**src/rtl/rob_pkg.sv**
```systemverilog
package rob_pkg;
    typedef enum logic [1:0] {
        K_ALU   = 2'd0,
        K_BR    = 2'd1,
        K_LOAD  = 2'd2,
        K_STORE = 2'd3
    } rob_kind_e;

    function automatic logic kind_writes_reg(input logic [1:0] k);
        return (k == K_ALU) || (k == K_LOAD);
    endfunction

    function automatic logic kind_is_mem(input logic [1:0] k);
        return (k == K_LOAD) || (k == K_STORE);
    endfunction
endpackage

```
**src/rtl/rob_tag_dec.sv**
```systemverilog
module rob_tag_dec #(
    parameter int DEPTH = 8,
    parameter int TAG_W = $clog2(DEPTH)
) (
    input  logic             en,
    input  logic [TAG_W-1:0] tag,
    output logic [DEPTH-1:0] hit
);
    for (genvar i = 0; i < DEPTH; i++) begin : g_hit
        assign hit[i] = en && (tag == TAG_W'(i));
    end
endmodule

```
**src/rtl/rob_br_check.sv**
```systemverilog
module rob_br_check #(
    parameter int XLEN = 16
) (
    input  logic [XLEN-1:0] br_pc,
    input  logic [XLEN-1:0] br_pred,
    input  logic [XLEN-1:0] br_target,
    input  logic            br_zero,
    output logic [XLEN-1:0] true_next,
    output logic            wrong
);
    always_comb begin
        true_next = br_zero ? br_target : (br_pc + XLEN'(1));
        wrong     = (br_pred != true_next);
    end
endmodule

```
**src/rtl/rob_core.sv**
```systemverilog
module rob_core #(
    parameter int DEPTH  = 8,
    parameter int XLEN   = 16,
    parameter int AREG_W = 4,
    localparam int TAG_W = $clog2(DEPTH),
    localparam int CNT_W = $clog2(DEPTH + 1)
) (
    input  logic              clk,
    input  logic              rst_n,
    input  logic              alloc_valid,
    input  logic [1:0]        alloc_kind,
    input  logic [XLEN-1:0]   alloc_pc,
    input  logic [AREG_W-1:0] alloc_dst,
    input  logic [XLEN-1:0]   alloc_pred,
    output logic              alloc_ready,
    output logic [TAG_W-1:0]  alloc_tag,
    input  logic              res_valid,
    input  logic [TAG_W-1:0]  res_tag,
    input  logic [XLEN-1:0]   res_value,
    input  logic              res_zero,
    input  logic              mem_go_valid,
    input  logic [TAG_W-1:0]  mem_go_tag,
    output logic              commit_valid,
    output logic              rf_we,
    output logic [AREG_W-1:0] rf_waddr,
    output logic [XLEN-1:0]   rf_wdata,
    output logic              flush,
    output logic [XLEN-1:0]   redirect_pc
);
    import rob_pkg::*;

    typedef struct packed {
        logic              used;
        logic              done;
        logic              sent;
        logic [1:0]        kind;
        logic [XLEN-1:0]   pc;
        logic [XLEN-1:0]   pred;
        logic [XLEN-1:0]   val;
        logic              zero;
        logic [AREG_W-1:0] dst;
    } slot_t;

    typedef struct packed {
        slot_t [DEPTH-1:0] slots;
        logic [TAG_W-1:0]  head;
        logic [TAG_W-1:0]  tail;
        logic [CNT_W-1:0]  count;
    } rob_state_t;

    function automatic logic [TAG_W-1:0] step_idx(input logic [TAG_W-1:0] idx);
        return (idx == TAG_W'(DEPTH - 1)) ? '0 : idx + TAG_W'(1);
    endfunction

    rob_state_t st_q, st_d;
    slot_t      head_q;
    logic [DEPTH-1:0] res_hit, go_hit;
    logic [XLEN-1:0]  br_next;
    logic             br_wrong;
    logic             full, do_alloc, do_retire;

    rob_tag_dec #(.DEPTH(DEPTH), .TAG_W(TAG_W)) u_res_dec (
        .en(res_valid), .tag(res_tag), .hit(res_hit)
    );
    rob_tag_dec #(.DEPTH(DEPTH), .TAG_W(TAG_W)) u_go_dec (
        .en(mem_go_valid), .tag(mem_go_tag), .hit(go_hit)
    );

    assign head_q = st_q.slots[st_q.head];

    rob_br_check #(.XLEN(XLEN)) u_br (
        .br_pc(head_q.pc), .br_pred(head_q.pred), .br_target(head_q.val),
        .br_zero(head_q.zero), .true_next(br_next), .wrong(br_wrong)
    );

    always_comb begin
        commit_valid = head_q.used && head_q.done;
        flush        = commit_valid && (head_q.kind == K_BR) && br_wrong;
        redirect_pc  = br_next;
        rf_we        = commit_valid && kind_writes_reg(head_q.kind);
        rf_waddr     = head_q.dst;
        rf_wdata     = head_q.val;
        full         = (st_q.count == CNT_W'(DEPTH));
        alloc_ready  = !full && !flush;
        alloc_tag    = st_q.tail;
        do_alloc     = alloc_valid && alloc_ready;
        do_retire    = commit_valid && !flush;
    end

    always_comb begin
        st_d = st_q;
        for (int i = 0; i < DEPTH; i++) begin
            if (res_hit[i] && st_q.slots[i].used &&
                (!kind_is_mem(st_q.slots[i].kind) || st_q.slots[i].sent)) begin
                st_d.slots[i].done = 1'b1;
                st_d.slots[i].val  = res_value;
                st_d.slots[i].zero = res_zero;
            end
            if (go_hit[i] && st_q.slots[i].used && kind_is_mem(st_q.slots[i].kind)) begin
                st_d.slots[i].sent = 1'b1;
            end
        end
        if (do_alloc) begin
            st_d.slots[st_q.tail].used = 1'b1;
            st_d.slots[st_q.tail].done = 1'b0;
            st_d.slots[st_q.tail].sent = 1'b0;
            st_d.slots[st_q.tail].kind = alloc_kind;
            st_d.slots[st_q.tail].pc   = alloc_pc;
            st_d.slots[st_q.tail].pred = alloc_pred;
            st_d.slots[st_q.tail].val  = '0;
            st_d.slots[st_q.tail].zero = 1'b0;
            st_d.slots[st_q.tail].dst  = alloc_dst;
            st_d.tail = step_idx(st_q.tail);
        end
        if (do_retire) begin
            st_d.slots[st_q.head].used = 1'b0;
            st_d.head = step_idx(st_q.head);
        end
        st_d.count = st_q.count + CNT_W'(do_alloc) - CNT_W'(do_retire);
        if (flush) begin
            st_d = '0;
        end
    end

    always_ff @(posedge clk) begin
        if (!rst_n) st_q <= '0;
        else        st_q <= st_d;
    end

    // occupancy never exceeds capacity
    a_r3_no_overflow: assert property (@(posedge clk) disable iff (!rst_n)
        st_q.count <= CNT_W'(DEPTH));
    // a full queue refuses allocation
    a_r3_full_blocks: assert property (@(posedge clk) disable iff (!rst_n)
        (st_q.count == CNT_W'(DEPTH)) |-> !alloc_ready);
    // a flush leaves nothing behind
    a_r7_flush_empties: assert property (@(posedge clk) disable iff (!rst_n)
        flush |=> (st_q.count == '0 && !commit_valid && alloc_tag == '0));
    // register writes only at retirement
    a_r5_we_on_commit: assert property (@(posedge clk) disable iff (!rst_n)
        rf_we |-> commit_valid);
    // a normal retirement moves the head by exactly one slot
    a_r4_head_advances: assert property (@(posedge clk) disable iff (!rst_n)
        (commit_valid && !flush) |=>
        (st_q.head == (($past(st_q.head) == TAG_W'(DEPTH - 1)) ? '0 : $past(st_q.head) + TAG_W'(1))));
    // an empty queue never retires
    a_r9_empty_no_commit: assert property (@(posedge clk) disable iff (!rst_n)
        (st_q.count == '0) |-> !commit_valid);
endmodule

```
**config.mk**
```make
export PLATFORM = sky130hd
export DESIGN_NAME = rob_core
export DESIGN_NICKNAME = d
export VERILOG_FILES = /design/src/rtl/rob_pkg.sv /design/src/rtl/rob_tag_dec.sv /design/src/rtl/rob_br_check.sv /design/src/rtl/rob_core.sv
export SDC_FILE = /design/constraint.sdc
export NUM_CORES = 1
export LEC_CHECK = 0
export BUFFER_PORTS_ARGS = -buffer_cell sky130_fd_sc_hd__buf_2
export CAP_MARGIN = 25
export CORE_ASPECT_RATIO = 0.7
export CORE_UTILIZATION = 55
export DETAILED_ROUTE_END_ITERATION = 8
export GPL_ROUTABILITY_DRIVEN = 0
export PLACE_DENSITY = 0.8
export SYNTH_ARGS = -nofsm -noshare
export SYNTH_HDL_FRONTEND = slang
export SYNTH_SLANG_ARGS = --single-unit
```
**constraint.sdc**
```tcl
create_clock -name clk -period 12.9 [get_ports clk]
set_input_delay 0 -clock clk [delete_from_list [all_inputs] [get_ports clk]]
set_output_delay 0 -clock clk [all_outputs]
set_load 0.03 [all_outputs]
```
==> reports/metrics.cfg <==
[status]
status=finished clean

[worst_hold_path]
min_from=alloc_valid
hold_path_class=in -> reg

[floorplanning]
num_rows=66
dieArea_um2=49100
start_util_pct=56.4
die_w_um=264
num_io_pins=109
coreArea_um2=47000
die_h_um=186

[timing]
max_freq_ghz=0.140
setup_viol=0
layout_min_cycle_time_ns=7.16
tightest_slew_ns=1.10
rsz0062_at_grt=false
finalHoldViolations=0
relSlewSlack_pct=26.5
finalSetupTns_ns=0
final.period_utilization_pct=55.5
skew_ns=0.0222
slew_viol_final=0

[routing]
first_pass_iters=6
wirelength_um=73900
drt.antenna.violating_nets=0
drc=0
wire_per_inst_um=25.2
routed-via-count=19100
drt_iter0_drc=2372
via_per_inst=6.49

[setup_path]
crit_fanout=147
cp-end-kind=flip-flop
r2r_start=st_q[8]
critPathMostFrequentCell=buf_12
crit_start=st_q[8]
critPathRequiredTime_ns=13.31
critPathArrivalTime_ns=7.57
setup.worst_path.start_class=flip-flop
cp_slowest_stage_delay_ns=0.82
cp_slowest_cell=buf_4
cp_cell_sequence=buf_12 > nand2b_1 > o22ai_1 > nor2_1 > ha_1 > nand3_1 > nor2_1 > a41o_1 > a31o_1 > xnor2_1 > a2111oi_0 > a31oi_4 > buf_12 > buf_12 > buf_4 > nor3b_2
path_class=reg -> reg
crit_family=buffers and inverters
path_buf_inv=4

[place]
port_buffers=108
dp_hpwl_um=44800

[clock_network]
h-tree-depth=2
cts.path.max_buffers=3
clock_latency_ns=0.58
clk_pin_slew_ns=0.07
cts-resized-gates=0
cts-root-buf=clkbuf_16
cts_tree=built
cts_sinks=474
numCtsBuffers=47

[synth]
syn_area_per_cell_um2=11.4
async_flop_share_pct=0
yosysWarnings=0
synth_top_area_share_pct=35.8
synth-main-ff-cell=dfxtp_1
synth_area_um2=26500
syn_nets=2391
ys_types=87
synth_seq_cells=474
syn_inst=2314
yosysSeqAreaShare_pct=35.8
synth_edf_count=0
synth_area_leaders=dfxtp_1 36%, mux2i_1 19%, nor3b_2 15%
yosys.area.top_type=dfxtp_1

[global_routing]
grt_pass1_vias=19200
grt_usage_pct=29.9
antenna_found_initial=3
grt_max_degree=148
grt_pass1_wl_um=114000
gr-total-overflow=0

[cells_and_area]
nNetsFinal=2369
drive_gt1_share_pct=34.2
final_util_pct=61.4
nFillCells=3617
syn2layout_area_growth_pct=8.90

[power_and_ir_drop]
leakage_nw=11.8
ir_worst_vdd_mv=0.113
powerDensity_nw_per_um2=117

[run]
cap_violations=0

==> metal layers <==
layer	GRT usage (%)	vias up	routed length (µm)
li1	-	8448	-
met1	41.3	9569	32000
met4	10.3	0	2350
met2	46.5	892	33200
met3	5.94	147	6330
met5	0	-	0
==> area by class of cell <==
type                    instances  area, µm²  share of cell area, %
multi-input cells            1525      15300                   53.2
flip-flops and latches        474       9500                   32.9
repair buffers                212       1570                   5.45
clock buffers                  64       1330                   4.61
well taps                     612        766                   2.65
clock inverters                18        213                  0.737
inverters                      32        120                  0.416
diodes                          1       2.50                0.00867
==> power breakdown <==
| group | total (mW) | switching (mW) | internal [mW] | leakage [nW] |
|---|---|---|---|---|
| clock network | 1.40 | 0.600 | 0.803 | 0.768 |
| logic | 0.453 | 0.267 | 0.186 | 7.17 |
| registers | 1.53 | 0.0249 | 1.50 | 3.83 |
==> synthesized netlist by cell type, types with 9 or more instances <==
cell type  count
xnor2_1       16
nand2b_1      11
a221oi_1       9
clkbuf_1     117
nor2b_1       19
nor3b_2      308
o221ai_1      30
inv_1         29
nor4b_2       54
buf_6         61
a22oi_1       21
o22ai_1       33
mux2i_1      502
buf_2         16
dfxtp_1      474
nand2_1       72
nor2_1        54
mux4_2        43
and2_1        11
ha_1          10
mux2_2        31
nor3_2        98
a21oi_1       27
o21ai_0       22
buf_1         75
==> cells by family (layout without fill, tap and decap cells) <==
logic type / Yosys count / count (layout) / synth area share (%)
multiplexers: 582 / 582 / 24.3
flip-flops: 474 / 474 / 35.8
adder cells (fa/ha/maj): 11 / 11 / 0.548
XOR/XNOR: 25 / 25 / 0.878
AO/OA/AOI/OAI: 218 / 218 / 6.13
other: 0 / 1 / 0
buffers and inverters: 315 / 326 / 6.64
AND/OR/NAND/NOR: 689 / 689 / 25.7
==> worst min-delay path, delay by kind of cell <==
family / cells / cell delay, ns
mux: 1 / 0.24
simple gates: 2 / 0.25
buf+inv: 1 / 0.09
==> per-stage QoR <==
step,cell area (µm²),cells,hold WS [ns],setup slack [ns],power (mW)
6_report,28900,2938,0.0497,5.74,3.38
5_1_grt,28900,2937,0.0677,5.54,3.49
4_1_cts,28800,2934,0.0361,5.82,3.38
3_5_place_dp,26600,2793,0.391,5.88,1.99
3_3_place_gp,26600,2793,0.383,6.07,1.97
2_1_floorplan,26500,2314,0.341,8.04,1.87
==> cells in the final DEF, fill, tap and decap left out, drive strengths merged, types with 27 or more instances in the layout <==
cell / Yosys / final
nor3: 108 / 108
mux2: 35 / 35
clkbuf: 118 / 64
buf: 165 / 153
mux2i: 504 / 504
nand2: 72 / 72
nor4b: 56 / 56
o221ai: 30 / 30
dlygate4sd3: 0 / 59
dfxtp: 474 / 474
mux4: 43 / 43
a21oi: 27 / 27
nor2: 54 / 54
o22ai: 33 / 33
nor3b: 311 / 311
inv: 32 / 34
==> path summary, 6_finish.rpt <==
kind                       end  slack, ns  depth (start not counted)
setup reg to reg     flip-flop       5.74                         16
hold reg to reg       st_q[66]       0.51                          2
setup / recovery     flip-flop       5.74                         16
hold / removal    alloc_tag[1]       0.05                          4
==> timing repair <==
action | CTS | global route
endpoints found under the hold margin | 448 | 0
setup buffers | 0 | 0
hold buffers | 59 | 0
setup endpoints to repair | 0 | 0
Note: power is estimated with default switching activity, not from simulation.
